## config.mk

```make
export PLATFORM = sky130hd
export DESIGN_NAME = bsr_chain
export DESIGN_NICKNAME = d
export VERILOG_FILES = /design/src/rtl/bsr_pkg.sv /design/src/rtl/bsr_shift.sv /design/src/rtl/bsr_update.sv /design/src/rtl/bsr_pin_mux.sv /design/src/rtl/bsr_chain.sv
export SDC_FILE = /design/constraint.sdc
export NUM_CORES = 1
export LEC_CHECK = 0
export BUFFER_PORTS_ARGS = -buffer_cell sky130_fd_sc_hd__buf_2
export CAP_MARGIN = 10
export CORE_MARGIN = 2
export CORE_UTILIZATION = 52
export DETAILED_ROUTE_END_ITERATION = 10
export GPL_ROUTABILITY_DRIVEN = 0
export PLACE_DENSITY = 0.78
export SYNTH_ARGS = -nofsm -noshare
export SYNTH_HDL_FRONTEND = slang
export SYNTH_HIERARCHICAL = 1
export SYNTH_SLANG_ARGS = --single-unit
export TNS_END_PERCENT = 20
```

## constraint.sdc

```tcl
create_clock -name tck -period 1.1 [get_ports tck]
set_input_delay 0.055 -clock tck [delete_from_list [all_inputs] [get_ports tck]]
set_output_delay 0.055 -clock tck [all_outputs]
set_load 0.05 [all_outputs]
```

## src/rtl/bsr_pkg.sv

```systemverilog
package bsr_pkg;

    typedef enum logic [1:0] {
        PM_FUNC  = 2'd0,
        PM_DRIVE = 2'd1,
        PM_FLOAT = 2'd2
    } pin_mode_e;

    typedef struct packed {
        logic oe;
        logic dat;
    } pin_drive_t;

    function automatic pin_mode_e pick_mode(input logic extest,
                                            input logic clamp,
                                            input logic highz);
        if (highz)
            return PM_FLOAT;
        else if (extest || clamp)
            return PM_DRIVE;
        else
            return PM_FUNC;
    endfunction

    function automatic int unsigned en_slot(input int unsigned n_in,
                                            input int unsigned j);
        return n_in + 2 * j;
    endfunction

    function automatic int unsigned dat_slot(input int unsigned n_in,
                                             input int unsigned j);
        return n_in + 2 * j + 1;
    endfunction

endpackage

```

## src/rtl/bsr_shift.sv

```systemverilog
module bsr_shift #(
    parameter int LEN = 8
) (
    input  logic           tck,
    input  logic           tlr,
    input  logic           sel,
    input  logic           capture_dr,
    input  logic           shift_dr,
    input  logic           tdi,
    input  logic [LEN-1:0] cap_vec,
    output logic [LEN-1:0] stages
);

    always_ff @(posedge tck) begin
        if (tlr)
            stages <= '0;
        else if (sel && capture_dr)
            stages <= cap_vec;
        else if (sel && shift_dr)
            stages <= {tdi, stages[LEN-1:1]};
    end

    AST_CAPTURE_SNAP: assert property (@(posedge tck) disable iff (tlr)
        (sel && capture_dr) |=> (stages == $past(cap_vec)));
    AST_SHIFT_ENTRY: assert property (@(posedge tck) disable iff (tlr)
        (sel && shift_dr && !capture_dr) |=> (stages[LEN-1] == $past(tdi)));
    AST_SHIFT_MOVE: assert property (@(posedge tck) disable iff (tlr)
        (sel && shift_dr && !capture_dr) |=> (stages[LEN-2:0] == $past(stages[LEN-1:1])));
    AST_UNSEL_HOLD: assert property (@(posedge tck) disable iff (tlr)
        !sel |=> $stable(stages));

endmodule

```

## src/rtl/bsr_update.sv

```systemverilog
module bsr_update #(
    parameter int LEN = 8
) (
    input  logic           tck,
    input  logic           tlr,
    input  logic           sel,
    input  logic           update_dr,
    input  logic [LEN-1:0] stages,
    output logic [LEN-1:0] held
);

    always_ff @(negedge tck) begin
        if (tlr)
            held <= '0;
        else if (sel && update_dr)
            held <= stages;
    end

    AST_UPD_CLEAR: assert property (@(negedge tck)
        tlr |=> (held == '0));
    AST_UPD_HOLD: assert property (@(negedge tck) disable iff (tlr)
        !(sel && update_dr) |=> $stable(held));
    AST_UPD_LOAD: assert property (@(negedge tck) disable iff (tlr)
        (sel && update_dr) |=> (held == $past(stages)));

endmodule

```

## src/rtl/bsr_pin_mux.sv

```systemverilog
module bsr_pin_mux
    import bsr_pkg::*;
#(
    parameter int N_IO = 2
) (
    input  pin_mode_e       mode,
    input  logic [N_IO-1:0] core_out,
    input  logic [N_IO-1:0] core_oe,
    input  pin_drive_t      held_drv [N_IO],
    output logic [N_IO-1:0] pin_out,
    output logic [N_IO-1:0] pin_oe
);

    for (genvar j = 0; j < N_IO; j++) begin : g_pin
        always_comb begin
            unique case (mode)
                PM_DRIVE: begin
                    pin_out[j] = held_drv[j].dat;
                    pin_oe[j]  = held_drv[j].oe;
                end
                PM_FLOAT: begin
                    pin_out[j] = 1'b0;
                    pin_oe[j]  = 1'b0;
                end
                default: begin
                    pin_out[j] = core_out[j];
                    pin_oe[j]  = core_oe[j];
                end
            endcase
        end
    end

endmodule

```

## src/rtl/bsr_chain.sv

```systemverilog
module bsr_chain
    import bsr_pkg::*;
#(
    parameter int N_IN = 4,
    parameter int N_IO = 3
) (
    input  logic            tck,
    input  logic            tlr,
    input  logic            sel,
    input  logic            capture_dr,
    input  logic            shift_dr,
    input  logic            update_dr,
    input  logic            mode_extest,
    input  logic            mode_clamp,
    input  logic            mode_highz,
    input  logic            tdi,
    output logic            tdo,
    input  logic [N_IN-1:0] pin_in,
    input  logic [N_IO-1:0] core_out,
    input  logic [N_IO-1:0] core_oe,
    output logic [N_IO-1:0] pin_out,
    output logic [N_IO-1:0] pin_oe
);

    localparam int LEN = N_IN + 2 * N_IO;

    logic [LEN-1:0] cap_vec;
    logic [LEN-1:0] stages;
    logic [LEN-1:0] held;
    pin_drive_t     held_drv [N_IO];
    pin_mode_e      mode;

    assign cap_vec[N_IN-1:0] = pin_in;

    for (genvar j = 0; j < N_IO; j++) begin : g_cell
        localparam int EN_I  = en_slot(N_IN, j);
        localparam int DAT_I = dat_slot(N_IN, j);
        assign cap_vec[EN_I]   = core_oe[j];
        assign cap_vec[DAT_I]  = core_out[j];
        assign held_drv[j].oe  = held[EN_I];
        assign held_drv[j].dat = held[DAT_I];
    end

    assign mode = pick_mode(mode_extest, mode_clamp, mode_highz);

    bsr_shift #(.LEN(LEN)) u_shift (
        .tck        (tck),
        .tlr        (tlr),
        .sel        (sel),
        .capture_dr (capture_dr),
        .shift_dr   (shift_dr),
        .tdi        (tdi),
        .cap_vec    (cap_vec),
        .stages     (stages)
    );

    bsr_update #(.LEN(LEN)) u_update (
        .tck       (tck),
        .tlr       (tlr),
        .sel       (sel),
        .update_dr (update_dr),
        .stages    (stages),
        .held      (held)
    );

    bsr_pin_mux #(.N_IO(N_IO)) u_mux (
        .mode     (mode),
        .core_out (core_out),
        .core_oe  (core_oe),
        .held_drv (held_drv),
        .pin_out  (pin_out),
        .pin_oe   (pin_oe)
    );

    assign tdo = sel ? stages[0] : 1'b0;

    AST_FUNC_PASS: assert property (@(posedge tck) disable iff (tlr)
        (!mode_extest && !mode_clamp && !mode_highz)
        |-> (pin_out == core_out && pin_oe == core_oe));
    AST_FLOAT_OFF: assert property (@(posedge tck) disable iff (tlr)
        mode_highz |-> (pin_oe == '0 && pin_out == '0));
    AST_UNSEL_TDO: assert property (@(posedge tck) disable iff (tlr)
        !sel |-> !tdo);

endmodule

```

==> results of run 1 <==
critical path, stage by stage (launching register included):
cell	delay [ns]
dfxtp_1	0.31
a22o_2	0.23
buf_6	0.15
per-stage QoR:
stage,utilization [%],worst slack [ns]
final,79.6,-0.538
after global routing,79.6,-0.588
after CTS,78.7,-0.544
after detailed placement,71.8,-0.268
after global placement,71.8,-0.256
after floorplan,-,-0.203
where the power goes:
part	switching [uW]	internal, uW
Combinational	238	195
Clock	247	160
Sequential	18.1	620
Total	504	976
sequential cells by signal, summed over array words and instances (netlist names):
signal / count
u_shift/stages: 10
u_update/held: 6
cell usage in the layout, fill, tap and decap left out:
cell       count
and2_1         1
a21bo_1        6
a2111oi_2      1
buf_4         14
clkbuf_4       4
o22ai_1        1
dfxtp_1        7
ha_1           1
o21ba_1        1
nor2_1        29
o21a_1         1
nor2b_2        1
inv_1          8
a22o_2         2
buf_8          2
nand2_2        2
buf_2         19
nand3b_2       1
nand3_1        6
a22o_4         3
o21ai_4        1
nor4_2         9
a21oi_2        6
dfxtp_2        9
clkinv_1       1
buf_6          4
nand2_1        2
metal layers:
| layer | up-vias | GRT usage (%) | wire length (um) |
|---|---|---|---|
| li1 | 433 | - | - |
| met1 | 410 | 29.0 | 890 |
| met2 | 35 | 42.6 | 1080 |
| met3 | 4 | 5.20 | 113 |
| met4 | 0 | 6.47 | 23 |
| met5 | - | 0 | 0 |
cell type report:
| cell class | count | share of cell area [%] |
|---|---|---|
| clock buffer | 3 | 1.81 |
| clock inverter | 7 | 2.12 |
| inverter | 2 | 0.605 |
| multi-input combinational | 74 | 44.4 |
| sequential | 16 | 26.7 |
| tap | 16 | 1.61 |
| timing repair buffer | 40 | 22.8 |
worst paths after layout:
check	end	slack [ns]	cells after the start
worst min register to register	u_shift/stages[2]	0.53	2
worst min-delay path	u_shift/stages[9]	0.06	3
worst max-delay path	pin_oe[1]	-0.54	2
worst max register to register	u_update/held[8]	-0.01	2
what timing repair did:
item                                    CTS  global route
pin swaps                                 1             2
gates cloned                              0             0
buffers inserted                          0             0
endpoints found under the setup margin   12            13
resized for setup                        23             4
==> impl_metrics.tcl, run 1 <==
set metrics [dict create \
    leakagePower_uw 0.000574 \
    cts_made_buffers 3 \
    worst_setup_path_end_kind "primary output" \
    worstPathMaxFanout 2 \
    drt_iter0_drc 18 \
    num-nets-final 164 \
    startpoint "u_update/held[6]" \
    clockBufferDepth 2 \
    clock-root-buffer "clkbuf_4" \
    rsz0062_at_grt "true" \
    chipHeight_um 45.2 \
    required_ns 1.04 \
    wirelength_um 2100 \
    die_w_um 45.2 \
    ios 27 \
    regArea_um2 332 \
    path_clk_slew_ns 0.09 \
    ant_nets 0 \
    num_rows 14 \
    place_hpwl_um 1530 \
    insertion_delay_ns 0.35 \
    fin_cells 158 \
    tritoncts "built" \
    p_per_area_nw_per_um2 1190 \
    hold_slack_ns 0.0555 \
    relSlewSlack_pct 77.6 \
    avgRoutedWirePerCell_um 13.3 \
    violations "negative setup slack" \
    cap_violations 0 \
    start_util_pct 56.7 \
    slew_violations 0 \
    viasPerCell 5.58 \
    clock_sinks 16 \
    cp.arrival_ns 1.58 \
    dpl.cell_count 149 \
    grt_max_degree 14 \
    grt_pass1_vias 855 \
    r2r-start "u_shift/stages[8]" \
    die_area_um2 2050 \
    clock_skew_ns 0.0723 \
    vias 882 \
    syn_nets 121 \
    multi_input_area_um2 551 \
    grt_overflow_total 0 \
    finalInstanceArea_um2 1240 \
    diodes 0 \
    syn_inst 100 \
    post_dp_cell_area_um2 1120 \
    hold_path.class "in2reg" \
    fin_ws_ns -0.538 \
    port_buffers 26 \
    ctsHoldBuffers 0 \
    drive_gt1_share_pct 54.9 \
    grtUsageTotal_pct 24.0 \
    setup_viol 10 \
    power_uw 1480 \
    min_from "capture_dr" \
    ys_warn_count 6 \
    antenna_found_initial 0 \
    syn-cell-area_um2 885 \
    status "finished, violations left" \
    crit_type "reg2out" \
    fin_tns_setup_ns -3.19 \
    vdd_drop_max_uv 709 \
    worst_pin_slew_ns 0.334 \
    fillCellCount 111 \
    drtPass1Iterations 4 \
    area_growth_pct 40.3 \
    cp-start-kind "flip-flop" \
    cts_max_level 1 \
    grt_pass1_wl_um 3570 \
    core_um2 1560 \
    post_synth.cell_area_avg_um2 8.85 \
    hold_viol_final 0 \
    drc 0 \
]
Note: power is estimated with default switching activity, not from simulation.
==> run 2: changes to the inputs <==
--- a/config.mk
+++ b/config.mk
@@ -8,10 +8,11 @@
 export BUFFER_PORTS_ARGS = -buffer_cell sky130_fd_sc_hd__buf_2
 export CAP_MARGIN = 10
 export CORE_MARGIN = 2
-export CORE_UTILIZATION = 52
+export CORE_UTILIZATION = 54
+export CTS_BUF_LIST = sky130_fd_sc_hd__clkbuf_4
 export DETAILED_ROUTE_END_ITERATION = 10
 export GPL_ROUTABILITY_DRIVEN = 0
-export PLACE_DENSITY = 0.78
+export PLACE_DENSITY = 0.81
 export SYNTH_ARGS = -nofsm -noshare
 export SYNTH_HDL_FRONTEND = slang
 export SYNTH_HIERARCHICAL = 1
==> impl_metrics.tcl, run 2 (synthesis gave the netlist of run 1 again) <==
set metrics [dict create \
    drt_iter0_drc 20 \
    setup_viol 11 \
    reg2reg_depth 2 \
    start_util_pct 58.0 \
    slew_violations 0 \
    wirelength_um 2280 \
    status "finished, violations left" \
    violations "negative setup slack" \
    vias 886 \
    post-place-ws_ns -0.271 \
    slowest_stage "dfxtp_2" \
    grt_pass1_vias 900 \
    cpLargestDelayFamily "flip-flops" \
    startpoint "u_update/held[6]" \
    post_dp_cell_area_um2 1120 \
    max_stage_delay_ns 0.32 \
    cts_max_level 1 \
    chipHeight_um 44.5 \
    fin_cells 158 \
    cp_cell_sequence "a22o_4 > buf_8" \
    min_from "capture_dr" \
    post_cts_buffers 0 \
    drc 0 \
    largest_register "u_shift/stages" \
    hold_depth 3 \
    leakagePower_uw 0.000571 \
    clockBufferDepth 2 \
    clock-root-buffer "clkbuf_4" \
    viasPerCell 5.61 \
    cp-start-kind "flip-flop" \
    required_ns 1.04 \
    clock_sinks 16 \
    vdd_drop_max_uv 1040 \
    reg2reg_to "u_update/held[9]" \
    crit_buf_inv 1 \
    final_common_cell "nor2_1" \
    die_area_um2 1980 \
    tritoncts "built" \
    drtPass1Iterations 4 \
    num_rows 14 \
    crit_type "reg2out" \
    avgRoutedWirePerCell_um 14.4 \
    grt_overflow_total 0 \
    hold_path.class "in2reg" \
    port_buffers 26 \
    relSlewSlack_pct 80.4 \
    r2r_setup_slack_ns -0.05 \
    finish.utilization_pct 81.1 \
    largestRegisters "u_shift/stages (10), u_update/held (6)" \
    finalInstanceArea_um2 1240 \
    worstPathMaxFanout 2 \
    whs_endpoint "u_shift/stages[9]" \
    cts_made_buffers 3 \
    rsz0062_at_grt "true" \
    antenna_found_initial 0 \
    ctsHoldBuffers 0 \
    p_per_area_nw_per_um2 1200 \
    place_hpwl_um 1510 \
    core_um2 1520 \
    final_cell_mix "29 x nor2_1, 19 x buf_2, 14 x buf_4, 9 x nor4_2" \
    worst_setup_path_end_kind "primary output" \
    drive_gt1_share_pct 54.2 \
    diodes 0 \
    largest_reg_flops 10 \
    num-nets-final 164 \
    die_w_um 44.5 \
    hold_slack_ns 0.0385 \
    insertion_delay_ns 0.35 \
    clock_skew_ns 0.0592 \
    grt_pass1_wl_um 3880 \
    r2r-start "u_shift/stages[9]" \
    hold_viol_final 0 \
    cap_violations 0 \
    fin_ws_ns -0.549 \
    worst_pin_slew_ns 0.292 \
    grtUsageTotal_pct 26.9 \
    ant_nets 0 \
    path_clk_slew_ns 0.09 \
    grt_max_degree 14 \
    cp.arrival_ns 1.59 \
    dpl.cell_count 149 \
    ios 27 \
    area_growth_pct 39.7 \
]
run 2: cell types whose count changed in the layout (fill, tap and decap cells not counted):
cell     previous run  this run
dfxtp_1             7         8
a22o_2              2         3
buf_8               2         3
dfxtp_2             9         8
buf_6               4         3
a22o_4              3         2
run 2: how the worst max path moves through the flow:
stage                       endpoint  slack [ns]  cells after the start
after detailed placement   pin_oe[1]       -0.27                      6
after global routing      pin_out[2]       -0.60                      3
final                      pin_oe[1]       -0.55                      2
after CTS                  pin_oe[1]       -0.55                      2
after global placement    pin_out[2]       -0.26                      3
after floorplan           pin_out[2]       -0.20                      2
run 2: layout make-up:
class                           count  area [um2]
Inverter                            2        7.51
Tap cell                           16        20.0
Sequential cell                    16         330
Clock inverter                      7        26.3
Fill cell                         105         288
Multi-Input combinational cell     74         543
Timing Repair Buffer               40         287
Clock buffer                        3        22.5
run 2: report_power, final:
part	internal [uW]	leakage (uW)	switching [uW]	total, uW
logic	195	0.000389	241	436
clock network	161	0.0000473	251	412
registers	620	0.000134	19.7	640
run 2: metal layers:
| layer | global-route usage (%) | part of all wire (%) |
|---|---|---|
| met1 | 32.8 | 43 |
| met2 | 45.5 | 49 |
| met3 | 6.94 | 5.8 |
| met4 | 9.09 | 2.0 |
| met5 | 0 | 0 |
run 2: worst register-to-register path: stages (launching register included):
cell	delay (ns)
dfxtp_2	0.35
nand3_1	0.10
a21oi_2	0.14
run 2: timing repair:
| item | CTS | global route |
|---|---|---|
| pin swaps | 2 | 1 |
| resized for setup | 24 | 2 |
| setup endpoints to repair | 12 | 13 |
run 2: through the flow:
step | power, uW | setup TNS [ns]
finish | 1490 | -3.33
global route | 1590 | -3.76
CTS | 1490 | -3.31
detailed placement | 1070 | -2.20
global placement | 1060 | -2.01
floorplan | 944 | -0.971
==> run 3: changes to the inputs <==
--- a/config.mk
+++ b/config.mk
@@ -8,11 +8,13 @@
 export BUFFER_PORTS_ARGS = -buffer_cell sky130_fd_sc_hd__buf_2
 export CAP_MARGIN = 10
 export CORE_MARGIN = 2
-export CORE_UTILIZATION = 54
-export CTS_BUF_LIST = sky130_fd_sc_hd__clkbuf_4
+export CORE_UTILIZATION = 52
+export CTS_BUF_LIST = sky130_fd_sc_hd__clkbuf_16
+export CTS_CLUSTER_DIAMETER = 200
 export DETAILED_ROUTE_END_ITERATION = 10
 export GPL_ROUTABILITY_DRIVEN = 0
-export PLACE_DENSITY = 0.81
+export MAX_ROUTING_LAYER = met4
+export PLACE_DENSITY = 0.78
 export SYNTH_ARGS = -nofsm -noshare
 export SYNTH_HDL_FRONTEND = slang
 export SYNTH_HIERARCHICAL = 1
==> impl_metrics.tcl, run 3 (synthesis gave the netlist of run 1 again) <==
set metrics [dict create \
    core_um2 1560 \
    num_rows 14 \
    hold_path.class "in2reg" \
    tritoncts "built" \
    worst_setup_path_end_kind "primary output" \
    ios 27 \
    num-nets-final 165 \
    cp-start-kind "flip-flop" \
    status "finished, violations left" \
    relSlewSlack_pct 78.4 \
    reg2reg_depth 2 \
    rsz0062_at_grt "true" \
    die_w_um 45.2 \
    ant_nets 0 \
    slowest_stage "dfxtp_2" \
    largest_register "u_shift/stages" \
    leakagePower_uw 0.000603 \
    largest_reg_flops 10 \
    drt_iter0_drc 25 \
    grt_pass1_wl_um 3960 \
    drive_gt1_share_pct 52.4 \
    start_util_pct 56.7 \
    worst_pin_slew_ns 0.323 \
    drc 0 \
    p_per_area_nw_per_um2 1450 \
    vdd_drop_max_uv 1210 \
    cts_made_buffers 3 \
    required_ns 1.04 \
    crit_buf_inv 1 \
    viasPerCell 5.83 \
    crit_type "reg2out" \
    ctsHoldBuffers 0 \
    fin_ws_ns -0.534 \
    grt_overflow_total 0 \
    area_growth_pct 46.7 \
    insertion_delay_ns 0.34 \
    avgRoutedWirePerCell_um 15.3 \
    place_hpwl_um 1530 \
    drtPass1Iterations 4 \
    antenna_found_initial 0 \
    cpLargestDelayFamily "flip-flops" \
    wirelength_um 2430 \
    largestRegisters "u_shift/stages (10), u_update/held (6)" \
    grtUsageTotal_pct 27.9 \
    grt_pass1_vias 899 \
    finalInstanceArea_um2 1300 \
    hold_slack_ns 0.110 \
    clockBufferDepth 2 \
    path_clk_slew_ns 0.06 \
    chipHeight_um 45.2 \
    max_stage_delay_ns 0.33 \
    hold_viol_final 0 \
    cp.arrival_ns 1.58 \
    final_cell_mix "29 x nor2_1, 20 x buf_2, 15 x buf_4, 11 x dfxtp_1, 9 x nor4_2" \
    diodes 0 \
    post_dp_cell_area_um2 1120 \
    setup_viol 9 \
    cp_cell_sequence "a22o_4 > buf_8" \
    die_area_um2 2050 \
    violations "negative setup slack" \
    clock_skew_ns 0.0950 \
    grt_max_degree 14 \
    hold_depth 3 \
    finish.utilization_pct 83.2 \
    clock-root-buffer "clkbuf_16" \
    post-place-ws_ns -0.268 \
    final_common_cell "nor2_1" \
    cp_num_cells 2 \
    vias 927 \
    slew_violations 0 \
    cap_violations 0 \
    worstPathMaxFanout 2 \
    port_buffers 26 \
    clock_sinks 16 \
    cts_max_level 1 \
]
-- run 3: cell count changes in the layout (fill, tap and decap cells not counted) --
cell	change
a22o_4	+1
clkbuf_4	-4
buf_2	+1
dfxtp_2	-3
a22o_2	-1
dfxtp_1	+3
buf_4	+1
clkbuf_16	+3
-- run 3: metrics by stage --
step                power (uW)  cells  TNS [ns]
floorplan                  944    100    -0.971
global placement          1060    149     -2.03
detailed placement        1070    149     -2.20
CTS                       1880    159     -3.03
global route              1970    159     -3.29
finish                    1880    159     -3.08
-- run 3: final cells by class --
class                      instances  area [um2]
tap                               16        20.0
clock buffer                       3        75.1
clock inverter                     7        26.3
sequential                        16         327
multi-input combinational         74         551
inverter                           2        7.51
timing repair buffer              41         292
fill                              90         262
-- run 3: repair_timing --
action,in CTS,in global routing
gates cloned,0,0
pin swaps,3,1
buffers inserted,1,0
gates resized for setup,23,0
endpoints found under the setup margin,7,8
-- run 3: per-layer routing --
layer / up-vias / global-route usage [%] / wire (um)
li1: 435 / - / -
met1: 438 / 31.9 / 1030
met2: 43 / 48.6 / 1220
met3: 11 / 5.20 / 140
met4: 0 / 9.41 / 37
met5: - / - / 0
-- run 3: worst paths after layout --
path                                         from                 to  slack [ns]
worst min-delay path                   capture_dr  u_shift/stages[9]        0.11
worst max register to register  u_shift/stages[8]   u_update/held[8]       -0.03
worst min register to register  u_shift/stages[2]  u_shift/stages[2]        0.53
worst max-delay path             u_update/held[7]         pin_out[1]       -0.53
-- run 3: where the power goes --
group	switching, uW	internal (uW)
Combinational	247	198
Sequential	19.8	620
Clock	281	512
-- run 3: worst reg2reg max path, stage by stage (launching register included) --
cell	delay, ns
dfxtp_1	0.34
nand3_1	0.11
a21oi_2	0.14
